$ cat config.mk
export PLATFORM = sky130hd
export DESIGN_NAME = trigdiv_top
export DESIGN_NICKNAME = d
export VERILOG_FILES = /design/src/rtl/trigdiv_pkg.sv /design/src/rtl/trigdiv_sync.sv /design/src/rtl/trigdiv_align.sv /design/src/rtl/trigdiv_channel.sv /design/src/rtl/trigdiv_top.sv
export SDC_FILE = /design/constraint.sdc
export NUM_CORES = 1
export LEC_CHECK = 0
export ABC_AREA = 0
export BUFFER_PORTS_ARGS = -buffer_cell sky130_fd_sc_hd__clkbuf_2
export CORE_ASPECT_RATIO = 1.75
export CORE_MARGIN = 2
export CORE_UTILIZATION = 31
export CTS_BUF_LIST = sky130_fd_sc_hd__clkbuf_4 sky130_fd_sc_hd__clkbuf_8
export DETAILED_ROUTE_END_ITERATION = 10
export GPL_TIMING_DRIVEN = 0
export PLACE_DENSITY = 0.55
export SLEW_MARGIN = 30
export SYNTH_ARGS = -nofsm -noshare
export SYNTH_HDL_FRONTEND = slang
export SYNTH_SLANG_ARGS = --single-unit
$ cat constraint.sdc
create_clock -name clk -period 2.2 [get_ports clk]
set_clock_uncertainty 0.1 [all_clocks]
set_input_delay 0.11 -clock clk [delete_from_list [all_inputs] [get_ports clk]]
set_output_delay 0.11 -clock clk [all_outputs]
set_load 0.03 [all_outputs]
$ cat src/rtl/trigdiv_pkg.sv
`timescale 1ns/1ps
package trigdiv_pkg;
    localparam int CH_COUNT = 3;
    localparam int CODE_W   = 3;
    localparam int CNT_W    = CODE_W;
    localparam int RATIO_W  = CODE_W + 1;

    typedef logic [CNT_W-1:0]   cnt_t;
    typedef logic [RATIO_W-1:0] ratio_t;

    typedef struct packed {
        logic prev;
        cnt_t count;
        logic out;
    } chan_st_t;

    function automatic ratio_t code_to_ratio(input logic [CODE_W-1:0] code);
        return ratio_t'(code) + ratio_t'(1);
    endfunction
endpackage

$ cat src/rtl/trigdiv_sync.sv
`timescale 1ns/1ps
module trigdiv_sync #(
    parameter int W = 4
) (
    input  logic         clk,
    input  logic         rst,
    input  logic [W-1:0] d,
    output logic [W-1:0] q
);
    typedef struct packed {
        logic [W-1:0] s1;
        logic [W-1:0] s2;
    } sync_st_t;

    sync_st_t st_d, st_q;

    always_comb begin
        st_d    = st_q;
        st_d.s1 = d;
        st_d.s2 = st_q.s1;
    end

    always_ff @(posedge clk) begin
        if (rst) st_q <= '0;
        else     st_q <= st_d;
    end

    assign q = st_q.s2;

    AST_SYNC_DELAY: assert property (@(posedge clk) disable iff (rst)
        !$past(rst) |=> q == $past(st_q.s1));
endmodule

$ cat src/rtl/trigdiv_align.sv
`timescale 1ns/1ps
module trigdiv_align #(
    parameter int LEN = 50000
) (
    input  logic clk,
    input  logic rst,
    input  logic lvl,
    output logic hold
);
    localparam int TW = $clog2(LEN + 1);

    typedef struct packed {
        logic          prev;
        logic [TW-1:0] timer;
    } align_st_t;

    align_st_t st_d, st_q;
    logic      rise;

    always_comb begin
        rise      = lvl & ~st_q.prev;
        st_d      = st_q;
        st_d.prev = lvl;
        if (rise)
            st_d.timer = TW'(LEN);
        else if (st_q.timer != '0)
            st_d.timer = st_q.timer - TW'(1);
    end

    always_ff @(posedge clk) begin
        if (rst) st_q <= '0;
        else     st_q <= st_d;
    end

    assign hold = (st_q.timer != '0);

    AST_RESTART_LOAD: assert property (@(posedge clk) disable iff (rst)
        rise |=> st_q.timer == TW'(LEN));
    AST_TIMER_DECAY: assert property (@(posedge clk) disable iff (rst)
        (!rise && st_q.timer != '0) |=> st_q.timer == $past(st_q.timer) - TW'(1));
    AST_IDLE_QUIET: assert property (@(posedge clk) disable iff (rst)
        (!rise && !hold) |=> !hold);
endmodule

$ cat src/rtl/trigdiv_channel.sv
`timescale 1ns/1ps
module trigdiv_channel
    import trigdiv_pkg::*;
(
    input  logic              clk,
    input  logic              rst,
    input  logic              lvl,
    input  logic              hold,
    input  logic [CODE_W-1:0] code,
    output logic              pulse_out
);
    chan_st_t st_d, st_q;
    ratio_t   ratio;
    ratio_t   cnt_ext;
    logic     rise;

    always_comb begin
        ratio   = code_to_ratio(code);
        cnt_ext = {1'b0, st_q.count};
        rise    = lvl & ~st_q.prev;
        st_d      = st_q;
        st_d.prev = lvl;
        if (hold)
            st_d.count = '0;
        else if (rise)
            st_d.count = (cnt_ext + ratio_t'(1) >= ratio) ? '0 : st_q.count + cnt_t'(1);
        else if (cnt_ext >= ratio)
            st_d.count = '0;
        st_d.out = lvl & (st_d.count == '0);
    end

    always_ff @(posedge clk) begin
        if (rst) st_q <= '0;
        else     st_q <= st_d;
    end

    assign pulse_out = st_q.out;

    AST_OUT_GATED: assert property (@(posedge clk) disable iff (rst)
        pulse_out |-> $past(lvl));
    AST_STEP_ON_EDGE: assert property (@(posedge clk) disable iff (rst)
        (rise && !hold && cnt_ext + ratio_t'(1) < ratio) |=> st_q.count == $past(st_q.count) + cnt_t'(1));
    AST_IDLE_STABLE: assert property (@(posedge clk) disable iff (rst)
        (!rise && !hold && cnt_ext < ratio) |=> $stable(st_q.count));
    AST_OVER_RANGE_CLEAR: assert property (@(posedge clk) disable iff (rst)
        (cnt_ext >= ratio) |=> st_q.count == '0);
    AST_HOLD_CLEARS: assert property (@(posedge clk) disable iff (rst)
        hold |=> st_q.count == '0);
endmodule

$ cat src/rtl/trigdiv_top.sv
`timescale 1ns/1ps
module trigdiv_top
    import trigdiv_pkg::*;
#(
    parameter int CLK_HZ       = 50_000_000,
    parameter int ALIGN_CYCLES = CLK_HZ / 1000
) (
    input  logic                       clk,
    input  logic                       rst,
    input  logic [CH_COUNT-1:0]        trig_in,
    input  logic [CH_COUNT-1:0]        trig_present,
    input  logic                       ext_align,
    input  logic [CH_COUNT*CODE_W-1:0] ratio_code,
    output logic [CH_COUNT-1:0]        div_out
);
    localparam int SYNC_W = CH_COUNT + 1;

    logic [CH_COUNT-1:0] routed;
    logic [SYNC_W-1:0]   sync_q;
    logic                hold;

    for (genvar k = 0; k < CH_COUNT; k++) begin : g_route
        if (k == 0) begin : g_master
            assign routed[k] = trig_in[0];
        end else begin : g_normal
            assign routed[k] = trig_present[k] ? trig_in[k] : trig_in[0];
        end
    end

    trigdiv_sync #(.W(SYNC_W)) u_sync (
        .clk (clk),
        .rst (rst),
        .d   ({ext_align, routed}),
        .q   (sync_q)
    );

    trigdiv_align #(.LEN(ALIGN_CYCLES)) u_align (
        .clk  (clk),
        .rst  (rst),
        .lvl  (sync_q[CH_COUNT]),
        .hold (hold)
    );

    for (genvar k = 0; k < CH_COUNT; k++) begin : g_chan
        trigdiv_channel u_chan (
            .clk       (clk),
            .rst       (rst),
            .lvl       (sync_q[k]),
            .hold      (hold),
            .code      (ratio_code[k*CODE_W +: CODE_W]),
            .pulse_out (div_out[k])
        );
    end

    AST_OUT_FOLLOWS_INPUT: assert property (@(posedge clk) disable iff (rst)
        (div_out & ~$past(sync_q[CH_COUNT-1:0])) == '0);
endmodule

==> reports/metrics.cfg <==
[run_status]
status=complete, but fails checks
violations=setup timing

[cells_and_area]
drive_above_1_share=0.305
multi_input_area_um2=1590
diodes=0
nFillCells=736
syn2layout_area_growth_pct=32.1
nNetsFinal=335
seqCellArea_um2=827
utilization=0.420

[cts]
htree_levels=2
clockRootBuffer=clkbuf_8
worstSkewPairLatency_ns=0.29
cts_made_buffers=5
cts_max_path_buffers=2
cts_sinks=40
clk_pin_slew_worst_paths_ns=0.07
cts_tree=built

[timing]
rsz0062_at_grt=true
fmax_mhz=453
slew_headroom=0.650
tightest_slew_ns=0.526
final-setup-viol-count=1
period_minus_slack_ns=2.21
hold_viol=0
worst_slack_ns=-0.00711
hold_slack_ns=0.106
slew_violations=0
period_share=1.00

[placement]
io_buffers=18
place_congestion=0.797
dp_hpwl_um=3310

[worst_hold_path]
hp-start=rst
hp-class=in -> reg
whs_path_depth=2

[critical_path]
cp-startpoint=g_chan[0].u_chan.cnt_ext[0]$_SDFF_PP0_
crit_path_max_fanout=4
r2r_cells=8
cp.required_ns=2.28
r2r-start=g_chan[0].u_chan.cnt_ext[0]$_SDFF_PP0_
r2r_slack_ns=-0.007
endpoint=g_chan[0].u_chan.pulse_out$_SDFF_PP0_
start_kind=flop
end_kind=flop
worstSetupPathType=reg -> reg
crit_arrival_ns=2.28
r2r-end=g_chan[0].u_chan.pulse_out$_SDFF_PP0_

[power_and_ir_drop]
power_per_cell_area_nw_per_um2=885
p_leak_nw=1.24
ir_worst_vdd_mv=0.751

[yosys]
synthDominantCellAreaShare=0.350
synth_area_leaders=dfxtp_1 (35%), ha_1 (13%), nor2b_1 (5.5%), xnor2_1 (3.5%), nor2_1 (3.0%)
synthDistinctLibCells=48
syn_area_um2=2280
post_synth_inst_count=245
synth_seq_area_share=0.350
synthArstFlopShare=0
syn_area_per_cell_um2=9.33
synth_edf_count=0
synth-seq-cells=40
synth_warnings=0
yosys.area.top_type=dfxtp_1
synth_ff_type=dfxtp_1
syn_nets=286

[floorplanning]
core_um2=7180
pin_count=21
die_x_um=68.9
dieArea_um2=8100
start_util=0.318
die_y_um=118
rows=41

[route]
postRouteWirelength_um=4930
antenna_left=0
wl_per_cell_um=12.9
dr.pass1.iters=4
vias=1857
drc=0
drtIter0Drc=40
avgViaCountPerCell=4.87

[global_routing]
grt_max_degree=12
antenna_found_initial=0
grt_pass1_vias=1886
track_usage=0.133
grt_pass1_wl_um=8220
overflow=0

[run]
max_cap_viol_count=0

==> cell families after synthesis <==
| family | count (synthesis) | synth area share |
|---|---|---|
| fa+ha+maj | 27 | 0.143 |
| mux | 6 | 0.0268 |
| compound gates | 47 | 0.141 |
| buf+inv | 21 | 0.0427 |
| xor+xnor | 15 | 0.0575 |
| flops | 40 | 0.350 |
| simple gates | 89 | 0.238 |
==> state kept, by name (all words and copies together), names as in the netlist <==
name	flops
u_align.st_q	17
u_sync.st_d	4
g_chan.u_chan.st_q	3
u_sync.q	4
g_chan.u_chan.pulse_out	3
g_chan.u_chan.cnt_ext	9
==> final cells by class <==
type | instances | area share
Timing Repair Buffer | 42 | 0.0945
Inverter | 12 | 0.0158
Tap cell | 86 | 0.0357
Sequential cell | 40 | 0.274
Multi-Input combinational cell | 184 | 0.527
Buffer | 9 | 0.0203
Clock buffer | 8 | 0.0323
==> per-stage QoR <==
stage               setup slack (ns)  setup TNS, ns  instance area, µm²  power, W  instances
floorplan                     0.0115              0                2280   0.00177        245
global placement              -0.242          -1.19                2480   0.00194        349
detailed placement            -0.266          -1.46                2480   0.00195        349
CTS                         -0.00987        -0.0238                2890   0.00255        373
global route                 -0.0845         -0.335                3020   0.00288        381
finish                      -0.00711       -0.00711                3020   0.00267        381
==> how the worst min path moves through the flow <==
stage                                      endpoint  slack, ns
after global placement    u_sync.st_d[3]$_SDFF_PP0_       0.23
after detailed placement  u_sync.st_d[3]$_SDFF_PP0_       0.23
after global routing         u_sync.q[1]$_SDFF_PP0_       0.11
final                        u_sync.q[3]$_SDFF_PP0_       0.11
after CTS                    u_sync.q[1]$_SDFF_PP0_       0.10
after floorplan           u_sync.st_d[0]$_SDFF_PP0_       0.14
==> worst max-delay path, stage by stage, from the launching register on <==
cell      delay (ns)
dfxtp_4         0.36
ha_4            0.29
ha_4            0.19
a21o_1          0.18
maj3_2          0.32
a211oi_4        0.28
o31ai_1         0.13
a21oi_1         0.16
nor2b_1         0.09
==> cell usage in the layout, fill, tap and decap left out, types with 5 or more instances in the layout <==
cell type      instances
a21oi_1               13
buf_4                 21
clkbuf_2              18
clkbuf_8               6
dfxtp_1               33
dfxtp_4                7
dlygate4sd3_1          6
ha_1                  15
ha_4                   8
inv_1                 10
mux2i_1                5
nand2_1                6
nand2b_1               6
nand3_1                7
nor2_1                18
nor2b_1               20
nor3_1                 7
xnor2_1                9
xor2_1                 6
==> cell usage after synthesis, types with 6 or more instances <==
| cell | n |
|---|---|
| nor2b_1 | 20 |
| xor2_1 | 6 |
| nand2_1 | 6 |
| nor2_1 | 18 |
| dfxtp_1 | 40 |
| nor3_1 | 7 |
| a21oi_1 | 13 |
| nand2b_1 | 7 |
| ha_1 | 23 |
| xnor2_1 | 9 |
| inv_1 | 12 |
| nand3_1 | 7 |
==> metal layers <==
metal	track usage	share of wire	vias to the layer above
li1	-	-	959
met1	0.132	0.38	873
met2	0.248	0.57	19
met3	0.0287	0.024	6
met4	0.0551	0.020	0
met5	0	0	-
==> what timing repair did <==
action / 4_1_cts / 5_1_grt
hold buffers: 6 / 0
pin swaps: 21 / 11
endpoints found under the setup margin: 11 / 9
endpoints found under the hold margin: 4 / 0
buffers inserted: 11 / 8
resized for setup: 37 / 14
==> power by group <==
| group | internal (W) | leakage, nW | switching, W |
|---|---|---|---|
| Sequential | 0.000860 | 0.333 | 0.000122 |
| Clock | 0.000280 | 0.0523 | 0.000242 |
| Combinational | 0.000573 | 0.858 | 0.000594 |
(Power assumes the default switching activity.)
